File: src/rtl/refgen_pkg.sv
package refgen_pkg;

    localparam int PH_W    = 4;
    localparam int CODE_W  = 4;
    localparam int TBL_LEN = 1 << PH_W;
    localparam int QLOW_W  = PH_W - 2;

    typedef logic [PH_W-1:0]   phase_t;
    typedef logic [CODE_W-1:0] code_t;

    typedef enum logic {
        RATE_FULL    = 1'b0,
        RATE_QUARTER = 1'b1
    } rate_e;

    typedef struct packed {
        logic   fire;
        phase_t tag;
    } strobe_t;

    // Offset-binary sine codes, round(7.5 + 7.5*sin(2*pi*k/16))
    function automatic code_t sine_code(input phase_t k);
        code_t c;
        case (k)
            4'd0:    c = 4'd8;
            4'd1:    c = 4'd10;
            4'd2:    c = 4'd13;
            4'd3:    c = 4'd14;
            4'd4:    c = 4'd15;
            4'd5:    c = 4'd14;
            4'd6:    c = 4'd13;
            4'd7:    c = 4'd10;
            4'd8:    c = 4'd8;
            4'd9:    c = 4'd5;
            4'd10:   c = 4'd2;
            4'd11:   c = 4'd1;
            4'd12:   c = 4'd0;
            4'd13:   c = 4'd1;
            4'd14:   c = 4'd2;
            default: c = 4'd5;
        endcase
        return c;
    endfunction

    // Quarter rate keeps only phases on the 4-per-period grid
    function automatic logic rate_admits(input rate_e r, input phase_t p);
        return (r == RATE_FULL) || (p[QLOW_W-1:0] == '0);
    endfunction

endpackage

File: src/rtl/tick_divider.sv
module tick_divider #(
    parameter int DIV = 100,
    localparam int CW = $clog2(DIV)
) (
    input  logic clk,
    input  logic rst,
    input  logic clear,
    output logic tick
);
    logic [CW-1:0] cnt;

    assign tick = (cnt == CW'(DIV - 1));

    always_ff @(posedge clk) begin
        if (rst || clear) begin
            cnt <= '0;
        end else if (tick) begin
            cnt <= '0;
        end else begin
            cnt <= cnt + 1'b1;
        end
    end

    // divider never leaves its range
    a_r2_cnt_range: assert property (@(posedge clk) disable iff (rst)
        cnt <= CW'(DIV - 1));

endmodule

File: src/rtl/phase_counter.sv
module phase_counter
    import refgen_pkg::*;
(
    input  logic   clk,
    input  logic   rst,
    input  logic   clear,
    input  logic   tick,
    output phase_t phase
);
    always_ff @(posedge clk) begin
        if (rst || clear) begin
            phase <= '0;
        end else if (tick) begin
            phase <= phase + 1'b1;
        end
    end

    // phase holds between ticks
    a_r2_hold: assert property (@(posedge clk) disable iff (rst)
        (!clear && !tick) |=> $stable(phase));

    // circular wrap from last entry to first
    a_r3_wrap: assert property (@(posedge clk) disable iff (rst)
        (!clear && tick && phase == phase_t'(TBL_LEN - 1)) |=> (phase == '0));

endmodule

File: src/rtl/sample_timer.sv
module sample_timer
    import refgen_pkg::*;
#(
    parameter int DIV = 100,
    localparam int CW = $clog2(DIV)
) (
    input  logic          clk,
    input  logic          rst,
    input  logic          clear,
    input  logic [CW-1:0] offset,
    input  rate_e         rate,
    input  phase_t        phase,
    output strobe_t       strb
);
    logic [CW-1:0] cnt;
    logic [CW-1:0] load_val;
    logic          hit;
    logic          admit;

    assign load_val = (offset > CW'(DIV - 1)) ? CW'(DIV - 1) : offset;
    assign hit      = (cnt == '0);
    assign admit    = hit && rate_admits(rate, phase);

    always_ff @(posedge clk) begin
        if (rst) begin
            cnt  <= load_val;
            strb <= '0;
        end else if (clear) begin
            cnt       <= load_val;
            strb.fire <= 1'b0;
        end else begin
            cnt       <= hit ? CW'(DIV - 1) : cnt - 1'b1;
            strb.fire <= admit;
            if (admit) begin
                strb.tag <= phase;
            end
        end
    end

    // strobe is a single-cycle pulse
    a_r5_one_cycle: assert property (@(posedge clk) disable iff (rst)
        strb.fire |=> !strb.fire);

    // loaded start value never exceeds the tick length
    a_r6_clamped: assert property (@(posedge clk) disable iff (rst)
        clear |=> (cnt <= CW'(DIV - 1)));

    // quarter-rate strobes fall on the 4-per-period grid
    a_r8_quarter_grid: assert property (@(posedge clk) disable iff (rst)
        (strb.fire && $past(rate) == RATE_QUARTER) |-> (strb.tag[QLOW_W-1:0] == '0));

endmodule

File: src/rtl/ref_sample_timer.sv
module ref_sample_timer
    import refgen_pkg::*;
#(
    parameter int TICK_DIV = 100,
    localparam int OFF_W = $clog2(TICK_DIV)
) (
    input  logic              clk,
    input  logic              rst,
    input  logic              resync,
    input  logic              rate_sel,
    input  logic [OFF_W-1:0]  sample_offset,
    output logic [CODE_W-1:0] ref_code,
    output logic [PH_W-1:0]   ref_phase,
    output logic              conv_strobe,
    output logic [PH_W-1:0]   sample_phase
);
    logic    tick;
    phase_t  phase;
    rate_e   rate;
    strobe_t strb;

    assign rate = rate_e'(rate_sel);

    tick_divider #(.DIV(TICK_DIV)) u_tick (
        .clk   (clk),
        .rst   (rst),
        .clear (resync),
        .tick  (tick)
    );

    phase_counter u_phase (
        .clk   (clk),
        .rst   (rst),
        .clear (resync),
        .tick  (tick),
        .phase (phase)
    );

    sample_timer #(.DIV(TICK_DIV)) u_samp (
        .clk    (clk),
        .rst    (rst),
        .clear  (resync),
        .offset (sample_offset),
        .rate   (rate),
        .phase  (phase),
        .strb   (strb)
    );

    assign ref_phase    = phase;
    assign ref_code     = sine_code(phase);
    assign conv_strobe  = strb.fire;
    assign sample_phase = strb.tag;

    // resync realigns wave and sample grid together
    a_r7_resync_clears: assert property (@(posedge clk) disable iff (rst)
        resync |=> (ref_phase == '0 && !conv_strobe));

endmodule

File: config.mk
export PLATFORM = sky130hd
export DESIGN_NAME = ref_sample_timer
export DESIGN_NICKNAME = d
export VERILOG_FILES = /design/src/rtl/refgen_pkg.sv /design/src/rtl/tick_divider.sv /design/src/rtl/phase_counter.sv /design/src/rtl/sample_timer.sv /design/src/rtl/ref_sample_timer.sv
export SDC_FILE = /design/constraint.sdc
export NUM_CORES = 1
export LEC_CHECK = 0
export ABC_CLOCK_PERIOD_IN_PS = 1700
export BUFFER_PORTS_ARGS = -buffer_cell sky130_fd_sc_hd__buf_2
export CAP_MARGIN = 15
export CORE_UTILIZATION = 48
export CTS_CLUSTER_DIAMETER = 80
export DETAILED_ROUTE_END_ITERATION = 8
export PLACE_DENSITY_LB_ADDON = 0.25
export SYNTH_ARGS = -nofsm -noshare
export SYNTH_HDL_FRONTEND = slang
export SYNTH_SLANG_ARGS = --single-unit
File: constraint.sdc
create_clock -name clk -period 1.7 [get_ports clk]
set_clock_uncertainty 0.05 [all_clocks]
set_input_delay 0.255 -clock clk [delete_from_list [all_inputs] [get_ports clk]]
set_output_delay 0.255 -clock clk [all_outputs]
set_load 0.02 [all_outputs]
# Yosys cells after proc, flatten, opt, wreduce, memory -nomap -nowiden
# Memories as Yosys holds them, arrays and structs flattened. A register that Yosys moved wholly into a read port is not among the register bits.
# Index checks and enable logic that the tools add are counted.
# totals
reg_bits	23
latch_bits	0
mem_bits_rw	0
rom_bits	64
inputBits	11
word_cells	27
memories	1
# mem_list
memory	depth	word_bits	read_ports	rd_clocked_by_memory_dff	wr	line_no	source
(no name shown)	16	4	1	1	0	refgen_pkg.sv:24	case (k)
# op_classes
addsub	3
mul	0
div	0
order_cmp	1
eq_ne	1
shift	0
mux	6
bitwise_logic	2
n_reduce_logical	8
# ops
op	n
$mux 7	4
$mux 4	2
$add 7x1->7 const B	1
$eq 7x7->1 const B	1
$gt 7x7->1 const B	1
$logic_not 7->1	1
$sub 7x1->7 const B	1
$add 4x1->4 const B	1
$reduce_or 2->1	2
$logic_not 2->1	1
$logic_or 1x1->1	2
$not 1->1	2
$reduce_and 2->1	1
$logic_and 1x1->1	1

# Depth between registers and ports, before layout
# Gate-level depths: netlist of run 1.
# depth
depth_word	4
mapped_depth	7

# Hierarchy
# From an unflattened synthesis of run 1, not the netlist that was laid out.
# hier_totals
hier_cells	116
hier_area_um2	1106.1
# modules_own_cells
mod	n_inst	cells_each	area_per_inst_um2
sample_timer	1	50	540.5
tick_divider	1	34	307.8
phase_counter	1	17	177.7
ref_sample_timer	1	15	80.1

# Least setup slack after synthesis of run 1
# OpenSTA, ideal clock, no wires.
# synth_timing
path_kind	reg2reg
from	register u_tick.cnt[0]
to	register, netlist name ref_code[2]
setup_time_ps	125
arrival_time_ps	1648
required_ps	1525
setup_slack_ps	-124
path_stages_with_launch	7
path_buffers	0
synth_period_minus_slack_ps	1824
cell_sequence	dfxtp_1 ha_1 nand4bb_4 or4_4 a21oi_4 xor2_1 o22ai_1
# synth_via
elab_chain_len	3
# synth_lines
element	line_no	source
start, declared	tick_divider.sv:10	logic [CW-1:0] cnt;
start signal, assigned	tick_divider.sv:20	cnt <= cnt + 1'b1;
$eq 7x7->1	tick_divider.sv:12	assign tick = (cnt == CW'(DIV - 1));
$mux 4 (no source line) (2 in series)	-	
# Every way passes these cells.
# A chain may end at the register's enable or synchronous reset.

# Worst setup path in the final report of run 1
# layout_timing
from	register u_tick.cnt[0]
to	register, netlist name ref_code[2]
# layout_via
elab_chain_len	3
# layout_lines
element	line_no
$eq 7x7->1	tick_divider.sv:12
$mux 4 (no source line) (2 in series)	-
# Every way passes these cells.

==> run_results.csv, run 1 <==
group,metric,value,unit
status,outcome,"finished with violations",
status,failed_checks,"negative setup slack",
cells_and_area,layout_commonest_cell,"buf_2",
detailed_routing,drtAntennaViolNets,0,
critical_path,arrival,1960,ps
cells_and_area,fillers,192,
die,initial_utilization,50.7,%
job,max-cap-violations,0,
logic_synthesis,ys_seq_area_share,43.5,%
logic_synthesis,synth-simple-area-share,24.8,%
grt,grt_start_max_net_pins,16,
logic_synthesis,yosys_warnings,0,
cts,cts_hold_buf,0,
critical_path,critPathKind,"reg -> reg",
grt,grtUsageTotal,21.9,%
die,coreArea,2450,um^2
grt,grt_pass1_vias,1018,
logic_synthesis,yosysUniqueCellTypes,35,
timing,min_period,1740,ps
grt,grt_util_met1,29.3,%
timing,hold_slack,69.6,ps
cts,clk_pin_slew_worst_paths,150,ps
timing,slew_headroom,64.9,%
die,rows,18,
logic_synthesis,syn_avg_cell_area,9.49,um^2
cells_and_area,layout-drive-gt1-share,47.5,%
critical_path,critPathLaunchType,"flip-flop",
detailed_routing,vias,1136,
critical_path,required,1930,ps
detailed_routing,dr.first_iter.drc_count,12,
logic_synthesis,synth_fa_ha_area_share,4.02,%
logic_synthesis,synth-compound-area-share,17.2,%
power_and_ir_drop,vdd_drop_max,0.641,mV
detailed_routing,finalWirelength,2860,um
timing,slew_violations,0,
cts,clock-root-buffer,"clkbuf_4",
detailed_routing,firstDrtPassIters,4,
timing,fmax,575,MHz
logic_synthesis,synth_nets,146,
die,die_area,2800,um^2
grt,grt-ovfl-total,0,
grt,grt_pass1_wl,4450,um
power_and_ir_drop,p_per_area,625,nW/um^2
power_and_ir_drop,p_leak,0.698,nW
timing,setup_ws,-39.5,ps
timing,fin_crit_sh,102,%
critical_path,end_kind,"flip-flop",
cells_and_area,syn2layout_area_growth,36.9,%
grt,top_usage_layer,"met2",
cts,clkSinkCount,27,
logic_synthesis,synth_top_family_by_area,"simple AND/OR/NAND/NOR gates",
placement,routabilityCongestion,0.802,
die,die_h,52.9,um
grt,use_met3,2.59,%
timing,setup_viol,2,
cells_and_area,fin_nets,195,
placement,io_buffers,23,
timing,rsz0062_at_grt,"true",
logic_synthesis,synth_seq_cells,27,
grt,grtUsageMet2,34.4,%
grt,antenna_found_initial,0,
die,die_w,52.9,um
critical_path,path_max_fanout,7,
logic_synthesis,yosys.area_share.xor_xnor,7.75,%
cts,cts_tree,"done",
cts,clock_tree.buffer_depth,2,
logic_synthesis,syn-cell-area,1240,um^2
cts,cts_buffers,3,
cells_and_area,antenna_cells,0,
min_path,hold_class,"in -> reg",
logic_synthesis,synthCells,131,
timing,hold_violations,0,
cts,htreeDepth,1,
cells_and_area,final_cell_mix,"23 x buf_2, 21 x buf_4, 21 x dfxtp_1",
detailed_routing,drc,0,
detailed_routing,viasPerCell,5.44,
logic_synthesis,muxShareOfSynthArea,0.805,%
placement,pre_cts_slack,-118,ps
timing,worstMarginPinSlew,527,ps
detailed_routing,wl_per_cell,13.7,um
die,num_io_pins,24,
cts,clk_latency,330,ps
placement,hpwl,2070,um
## sequential cells by signal, summed over array words and instances (netlist names)
| signal | cells |
|---|---|
| ref_code | 4 |
| u_samp.cnt | 7 |
| u_samp.strb | 5 |
| u_tick.cnt | 7 |
| u_phase.phase | 4 |
## power by group
part	internal, mW	switching (mW)
Clock	0.0885	0.194
Combinational	0.0540	0.0543
Sequential	0.652	0.0223
## repair_timing
action                     CTS  global route
setup endpoints to repair   10            11
pin swaps                    8             9
setup buffers                3             1
resized for setup            7            16
## per-layer routing
layer	share of wire [%]	wire (um)
met1	48	1380
met4	2.0	57
met3	3.6	104
met5	0	0
met2	46	1330
## worst max-delay path: stages, from the launching register on
cell       delay, ps
dfxtp_2          390
ha_4             160
nand4bb_4        120
or4_4            510
a21oi_4          220
nand2_2           70
o22ai_1          160
## cell usage after synthesis
library cell | count | area share (%)
inv_1 | 5 | 1.5
o21ai_0 | 6 | 2.4
or4_4 | 2 | 1.8
a21o_1 | 1 | 0.60
a211oi_2 | 1 | 1.0
a32o_1 | 2 | 1.6
nor2_1 | 12 | 3.6
and3_1 | 2 | 1.0
and4bb_2 | 1 | 1.0
buf_2 | 1 | 0.40
o22ai_1 | 1 | 0.50
o221ai_1 | 1 | 0.70
or3b_2 | 1 | 0.70
a21oi_4 | 2 | 2.6
nand2b_1 | 2 | 1.0
mux2i_1 | 1 | 0.80
xnor2_1 | 6 | 4.2
nand3_1 | 9 | 3.6
nor3_1 | 3 | 1.2
o21bai_1 | 1 | 0.60
dfxtp_1 | 27 | 43
nor3b_1 | 1 | 0.60
nand4bb_4 | 1 | 2.2
ha_1 | 4 | 4.0
a21oi_1 | 10 | 4.0
nor4_4 | 1 | 1.7
or2_2 | 1 | 0.50
and3_2 | 1 | 0.60
nand2_1 | 12 | 3.6
xor2_1 | 5 | 3.5
nand2_2 | 1 | 0.50
nand3b_1 | 1 | 0.60
o31ai_1 | 4 | 2.4
nor2b_1 | 1 | 0.50
o31a_1 | 1 | 0.70
## layout make-up
class	instances	area, um^2	share of cell area [%]
multi-input combinational	98	782	45.9
sequential	27	553	32.5
timing repair buffer	45	284	16.7
tap	30	37.5	2.20
clock buffer	3	22.5	1.32
inverter	5	18.8	1.10
clock inverter	1	5.00	0.294
## kinds of logic (layout without fill, tap and decap cells)
group / Yosys count / count (layout)
AOI/OAI and AO/OA: 30 / 30
xor gates and xnor gates: 11 / 11
adders and majority gates: 4 / 4
buffers and inverters: 6 / 54
DFF: 27 / 27
muxes: 1 / 1
and+or+nand+nor: 52 / 52
## path summary, 6_finish.rpt
| check | from | cells after the start | slack, ps | to |
|---|---|---|---|---|
| setup / recovery | u_tick.cnt[0] | 6 | -40 | ref_code[2] |
| setup reg to reg | u_tick.cnt[0] | 6 | -40 | ref_code[2] |
| hold / removal | sample_offset[6] | 3 | 70 | u_samp.cnt[6] |
| hold reg to reg | u_samp.cnt[0] | 1 | 400 | u_samp.cnt[0] |
## stage by stage
step	std cells	TNS (ps)	power, mW	cell area, um^2	utilization (%)
finish	209	-46.5	1.06	1700	69.4
global route	209	-567	1.11	1700	69.4
detailed placement	201	-334	0.790	1560	63.7
floorplan	131	-116	0.750	1280	-
CTS	208	-66.8	1.06	1640	66.8
global placement	201	-57.0	0.782	1560	63.7
(Power assumes the default switching activity.)
==> inputs of run 2 (changes only) <==
--- a/config.mk
+++ b/config.mk
@@ -8,10 +8,13 @@
 export ABC_CLOCK_PERIOD_IN_PS = 1700
 export BUFFER_PORTS_ARGS = -buffer_cell sky130_fd_sc_hd__buf_2
 export CAP_MARGIN = 15
-export CORE_UTILIZATION = 48
+export CORE_MARGIN = 2
+export CORE_UTILIZATION = 49
+export CTS_BUF_LIST = sky130_fd_sc_hd__clkbuf_4
 export CTS_CLUSTER_DIAMETER = 80
 export DETAILED_ROUTE_END_ITERATION = 8
 export PLACE_DENSITY_LB_ADDON = 0.25
 export SYNTH_ARGS = -nofsm -noshare
 export SYNTH_HDL_FRONTEND = slang
+export SYNTH_HIERARCHICAL = 1
 export SYNTH_SLANG_ARGS = --single-unit
==> run 2 against run 1 <==
  * The flow now finishes without violations
  * Routed wire length decreased by 24%
  * Largest power group unchanged
  * Die area decreased by 5.2%
  * Sequential power decreased by 14%
  * Critical path type is now reg -> out
  * Fmax increased by 5.6%
==> run_results.csv, run 2 <==
group,metric,value,unit
timing,worstMarginPinSlew,342,ps
cells_and_area,final_cell_mix,"21 x buf_2, 20 x dfxtp_1, 15 x nor2_1",
critical_path,cpMaxStageDelayCell,"dfxtp_4",
cts,clk_pin_slew_worst_paths,120,ps
critical_path,rrSetupSlack,140,ps
detailed_routing,firstDrtPassIters,4,
cells_and_area,fillers,198,
placement,placedCellCount,169,
detailed_routing,drtAntennaViolNets,0,
die,rows,17,
logic_synthesis,synthArstFlopShare,0,%
cells_and_area,syn2layout_area_growth,21.3,%
power_and_ir_drop,vdd_drop_max,0.490,mV
timing,min_period,1650,ps
timing,slew_headroom,76.9,%
grt,antenna_found_initial,0,
timing,fmax,607,MHz
cts,clk_latency,310,ps
logic_synthesis,syn_avg_cell_area,9.54,um^2
logic_synthesis,syn-cell-area,1110,um^2
cells_and_area,final_cells,176,
min_path,hold_class,"in -> reg",
logic_synthesis,yosys_warnings,6,
logic_synthesis,ys_seq_area_share,41.6,%
cells_and_area,final_util,61.8,%
power_and_ir_drop,p_per_area,701,nW/um^2
logic_synthesis,synthCells,116,
placement,pre_cts_slack,148,ps
die,initial_utilization,51.0,%
cts,clock_tree.buffer_depth,2,
critical_path,required,1390,ps
power_and_ir_drop,p_leak,0.595,nW
critical_path,critPathLaunchType,"flip-flop",
job,max-cap-violations,0,
die,die_h,51.5,um
cts,cts_hold_buf,0,
logic_synthesis,yosys.area.top_type,"dfxtp_1",
grt,grt-ovfl-total,0,
logic_synthesis,synth_nets,131,
timing,hold_violations,0,
critical_path,arrival,1340,ps
placement,hpwl,1590,um
cts,clock-root-buffer,"clkbuf_4",
critical_path,critPathKind,"reg -> out",
grt,grtUsageTotal,18.3,%
cells_and_area,reg.largest.list,"u_samp/cnt x7, u_tick/cnt x7, u_samp/strb x5",
cells_and_area,layout-drive-gt1-share,31.8,%
cts,cts_buffers,3,
timing,fin_crit_sh,96.9,%
cts,clkSinkCount,23,
grt,grtUsageMet2,34.0,%
timing,rsz0062_at_grt,"true",
status,outcome,"finished, final reports clean",
grt,grt_start_max_net_pins,14,
critical_path,end_kind,"output port",
placement,io_buffers,23,
die,num_io_pins,24,
detailed_routing,dr.first_iter.drc_count,13,
critical_path,worstPathCellList,"inv_2 > or3_1 > o21ai_1 > buf_4",
timing,slew_violations,0,
cells_and_area,fin_nets,164,
logic_synthesis,yosysUniqueCellTypes,40,
detailed_routing,wl_per_cell,12.4,um
timing,setup_viol,0,
grt,use_met3,5.17,%
logic_synthesis,synth_seq_cells,23,
logic_synthesis,synth.top_cell.area_share,41.6,%
cells_and_area,layout_commonest_cell,"buf_2",
cts,htreeDepth,1,
detailed_routing,drc,0,
cts,cts_tree,"done",
die,die_area,2650,um^2
detailed_routing,finalWirelength,2190,um
critical_path,max_stage_delay,400,ps
grt,grt_pass1_wl,3730,um
power_and_ir_drop,finalPower,0.940,mW
cells_and_area,antenna_cells,0,
detailed_routing,viasPerCell,5.36,
logic_synthesis,dominantRegCellSynth,"dfxtp_1",
placement,routabilityCongestion,0.808,
die,die_w,51.5,um
detailed_routing,vias,943,
logic_synthesis,synth_top_cells_by_count,"23 x dfxtp_1, 15 x nor2_1, 8 x a21oi_1",
die,coreArea,2170,um^2
logic_synthesis,synthTopCellsByArea,"dfxtp_1 42%, nor2_1 5.1%, xor2_1 4.8%",
grt,top_usage_layer,"met2",
grt,grt_util_met1,20.7,%
logic_synthesis,synth_most_common_cell,"dfxtp_1",
timing,hold_slack,108,ps
timing,setup_ws,53.1,ps
critical_path,path_max_fanout,6,
logic_synthesis,synth-edff-count,0,
grt,grt_pass1_vias,892,
[run 2: cell count changes in the layout (fill, tap and decap cells not counted), moves of 3 or more]
cell	change
buf_4	-15
nand3_1	-6
nand2_2	-5
a21oi_2	-4
mux2i_1	+4
nor2_1	+4
xnor2_1	-4
dfxtp_2	-3
ha_1	+3
ha_4	-3
or3_1	+3
[run 2: final cells by class]
| type | count | area (um^2) | share of cell area [%] |
|---|---|---|---|
| Timing Repair Buffer | 28 | 155 | 11.6 |
| Tap cell | 28 | 35.0 | 2.61 |
| Multi-Input combinational cell | 88 | 633 | 47.2 |
| Sequential cell | 23 | 469 | 35.0 |
| Clock buffer | 4 | 30.0 | 2.24 |
| Inverter | 5 | 18.8 | 1.40 |
[run 2: critical path, delay by kind of cell, from the launching register on]
family	cells	cell delay [ps]
DFF	1	400
and+or+nand+nor	1	350
buffers and inverters	2	200
AOI/OAI and AO/OA	1	90
[run 2: what timing repair did]
action	in CTS	in global routing
setup buffers	0	3
resized for setup	7	2
endpoints found under the setup margin	2	4
[run 2: report_power, final]
group	internal, mW	switching (mW)
Sequential	0.556	0.0236
Clock	0.108	0.159
Combinational	0.0478	0.0457
[run 2: layer usage]
layer	up-vias	share of wire (%)
li1	482	-
met1	444	44
met2	15	52
met3	2	3.4
met4	0	0.37
met5	-	0
[run 2: worst paths after layout]
| check | start | end | cells past startpoint |
|---|---|---|---|
| max | u_phase/phase[1] | ref_code[1] | 4 |
| max reg2reg | u_phase/phase[1] | u_samp/strb[2] | 6 |
| min | sample_offset[4] | u_samp/cnt[4] | 2 |
| min reg2reg | u_samp/cnt[0] | u_samp/cnt[0] | 1 |
[run 2: through the flow]
step	area, um^2	setup TNS [ps]
after floorplan	1110	0
after detailed placement	1270	0
after global placement	1270	0
after global routing	1340	-27.1
after CTS	1310	-0.582
final	1340	0
[run 2: cell families after synthesis]
logic type | Yosys count | share of synthesized area [%]
fa+ha+maj | 4 | 4.53
mux | 6 | 5.54
flops | 23 | 41.6
simple gates | 44 | 24.7
buf+inv | 5 | 1.70
compound gates | 26 | 15.6
xor+xnor | 8 | 6.34
==> inputs of run 3 (changes only) <==
--- a/config.mk
+++ b/config.mk
@@ -8,6 +8,7 @@
 export ABC_CLOCK_PERIOD_IN_PS = 1700
 export BUFFER_PORTS_ARGS = -buffer_cell sky130_fd_sc_hd__buf_2
 export CAP_MARGIN = 15
+export CORE_ASPECT_RATIO = 0.9
 export CORE_MARGIN = 2
 export CORE_UTILIZATION = 49
 export CTS_BUF_LIST = sky130_fd_sc_hd__clkbuf_4
==> constraint.sdc (replaced) <==
create_clock -name clk -period 1.7 [get_ports clk]
set_clock_uncertainty 0.05 [all_clocks]
set_input_delay 0.17 -clock clk [delete_from_list [all_inputs] [get_ports clk]]
set_output_delay 0.17 -clock clk [all_outputs]
set_load 0.02 [all_outputs]
==> run 3 against run 2 <==
  * Core utilization is 1.1 points lower
  * Setup slack better by 49 ps
  * Cell area decreased by 2.1%
  * Critical endpoint unchanged
  * Largest cell class unchanged
  * Highest routed layer is now met3
==> run_results.csv, run 3 (synthesis gave the netlist of run 2 again) <==
group,metric,value,unit
detailed_routing,vias,901,
cells_and_area,multi_input_area,627,um^2
timing,setup-tns-final,0,ps
job,max-cap-violations,0,
die,initial_utilization,51.2,%
power_and_ir_drop,p_per_area,701,nW/um^2
timing,slew_violations,0,
power_and_ir_drop,finalPower,0.922,mW
detailed_routing,drtAntennaViolNets,0,
placement,routabilityCongestion,0.763,
cells_and_area,fillers,188,
detailed_routing,finalWirelength,2130,um
cells_and_area,final_cell_mix,"23 x buf_2, 20 x dfxtp_1, 15 x nor2_1",
status,outcome,"finished, final reports clean",
grt,grt_pass1_vias,856,
cells_and_area,register_area,469,um^2
min_path,hold_class,"in -> reg",
placement,io_buffers,23,
timing,fin_crit_sh,94.0,%
timing,min_period,1600,ps
cells_and_area,layout_commonest_cell,"buf_2",
critical_path,rrSetupSlack,170,ps
cts,htreeDepth,1,
timing,fmax,626,MHz
grt,grt_start_max_net_pins,14,
critical_path,r2r_start,"u_samp/cnt[0]",
die,num_io_pins,24,
critical_path,critPathKind,"reg -> out",
die,coreArea,2160,um^2
detailed_routing,wl_per_cell,12.3,um
placement,hpwl,1540,um
detailed_routing,viasPerCell,5.21,
die,die_w,54.1,um
cts,cts_tree,"done",
critical_path,required,1480,ps
detailed_routing,dr.first_iter.drc_count,14,
timing,rsz0062_at_grt,"false",
cts,clock_tree.buffer_depth,2,
die,die_h,49.1,um
die,rows,16,
critical_path,arrival,1380,ps
cells_and_area,reg.largest.list,"u_samp/cnt x7, u_tick/cnt x7, u_samp/strb x5",
cells_and_area,syn2layout_area_growth,18.8,%
cts,cts_buffers,3,
critical_path,crit-reg2reg-capture,"u_samp/strb[3]",
detailed_routing,firstDrtPassIters,4,
grt,antenna_found_initial,0,
power_and_ir_drop,vdd_drop_max,0.631,mV
power_and_ir_drop,p_leak,0.583,nW
cells_and_area,antenna_cells,0,
grt,grt_pass1_wl,3520,um
grt,grtUsageTotal,17.7,%
critical_path,path_max_fanout,8,
detailed_routing,drc,0,
timing,slew_headroom,74.9,%
cts,clock-root-buffer,"clkbuf_4",
cts,cts_hold_buf,0,
timing,hold_violations,0,
min_path,holdPathEnd,"u_samp/cnt[3]",
cts,clkSinkCount,23,
die,die_area,2650,um^2
timing,worstMarginPinSlew,375,ps
cells_and_area,fin_nets,162,
min_path,holdPathStages,2,
min_path,holdCritStartpoint,"sample_offset[3]",
grt,grt-ovfl-total,0,
critical_path,critPathLaunchType,"flip-flop",
critical_path,end_kind,"output port",
timing,setup_viol,0,
critical_path,rr_worst_depth,6,
cells_and_area,layout-drive-gt1-share,30.8,%
cts,clk_pin_slew_worst_paths,130,ps
cts,clk_latency,320,ps
-- run 3: metal layers --
| layer | vias to the layer above | wire length, um | global-route usage [%] |
|---|---|---|---|
| li1 | 474 | - | - |
| met1 | 415 | 988 | 20.0 |
| met2 | 12 | 1060 | 31.7 |
| met3 | 0 | 81 | 6.44 |
| met4 | 0 | 0 | 2.50 |
| met5 | - | 0 | 0 |
-- run 3: worst max-delay path, stage by stage, from the launching register on --
cell and delay [ps]:
dfxtp_4 420, inv_2 40, or3_1 360, o21ai_0 70, buf_2 180
-- run 3: worst max-delay path by stage --
stage | startpoint | to | slack [ps] | depth (start not counted)
finish | u_phase/phase[1] | ref_code[1] | 100 | 4
detailed placement | u_samp/cnt[0] | u_samp/strb[3] | 170 | 6
floorplan | u_tick/cnt[0] | u_phase/phase[3] | 180 | 5
global route | u_phase/phase[1] | ref_code[1] | 4 | 4
CTS | u_phase/phase[1] | ref_code[1] | 20 | 4
global placement | u_samp/cnt[0] | u_samp/strb[1] | 230 | 6
-- run 3: through the flow --
| stage | setup WS, ps | instance area (um^2) | utilization [%] | std cells | hold WS [ps] |
|---|---|---|---|---|---|
| 4_1_cts | 15.3 | 1290 | 59.8 | 171 | 11.5 |
| 6_report | 102 | 1310 | 60.8 | 173 | 15.1 |
| 3_3_place_gp | 234 | 1260 | 58.4 | 167 | 343 |
| 2_1_floorplan | 175 | 1110 | - | 116 | 192 |
| 3_5_place_dp | 171 | 1260 | 58.4 | 167 | 350 |
| 5_1_grt | 4.38 | 1310 | 60.8 | 173 | 13.9 |
-- run 3: timing repair --
item                                    CTS  global route
endpoints found under the setup margin    2             1
setup buffers                             0             2
resized for setup                         2             3
endpoints found under the hold margin     0             0
-- run 3: area by class of cell --
| type | count | share of cell area, % |
|---|---|---|
| flip-flops and latches | 23 | 35.7 |
| well taps | 27 | 2.57 |
| clock buffers | 3 | 1.71 |
| inverters | 5 | 1.43 |
| multi-input cells | 88 | 47.7 |
| repair buffers | 26 | 10.5 |
| clock inverters | 1 | 0.381 |
-- run 3: report_power, final --
group | switching [mW] | total (mW) | leakage, nW | internal (mW)
clock | 0.166 | 0.254 | 0.0177 | 0.0880
combinational | 0.0443 | 0.0888 | 0.375 | 0.0445
sequential | 0.0227 | 0.579 | 0.190 | 0.556
total | 0.233 | 0.922 | 0.583 | 0.688
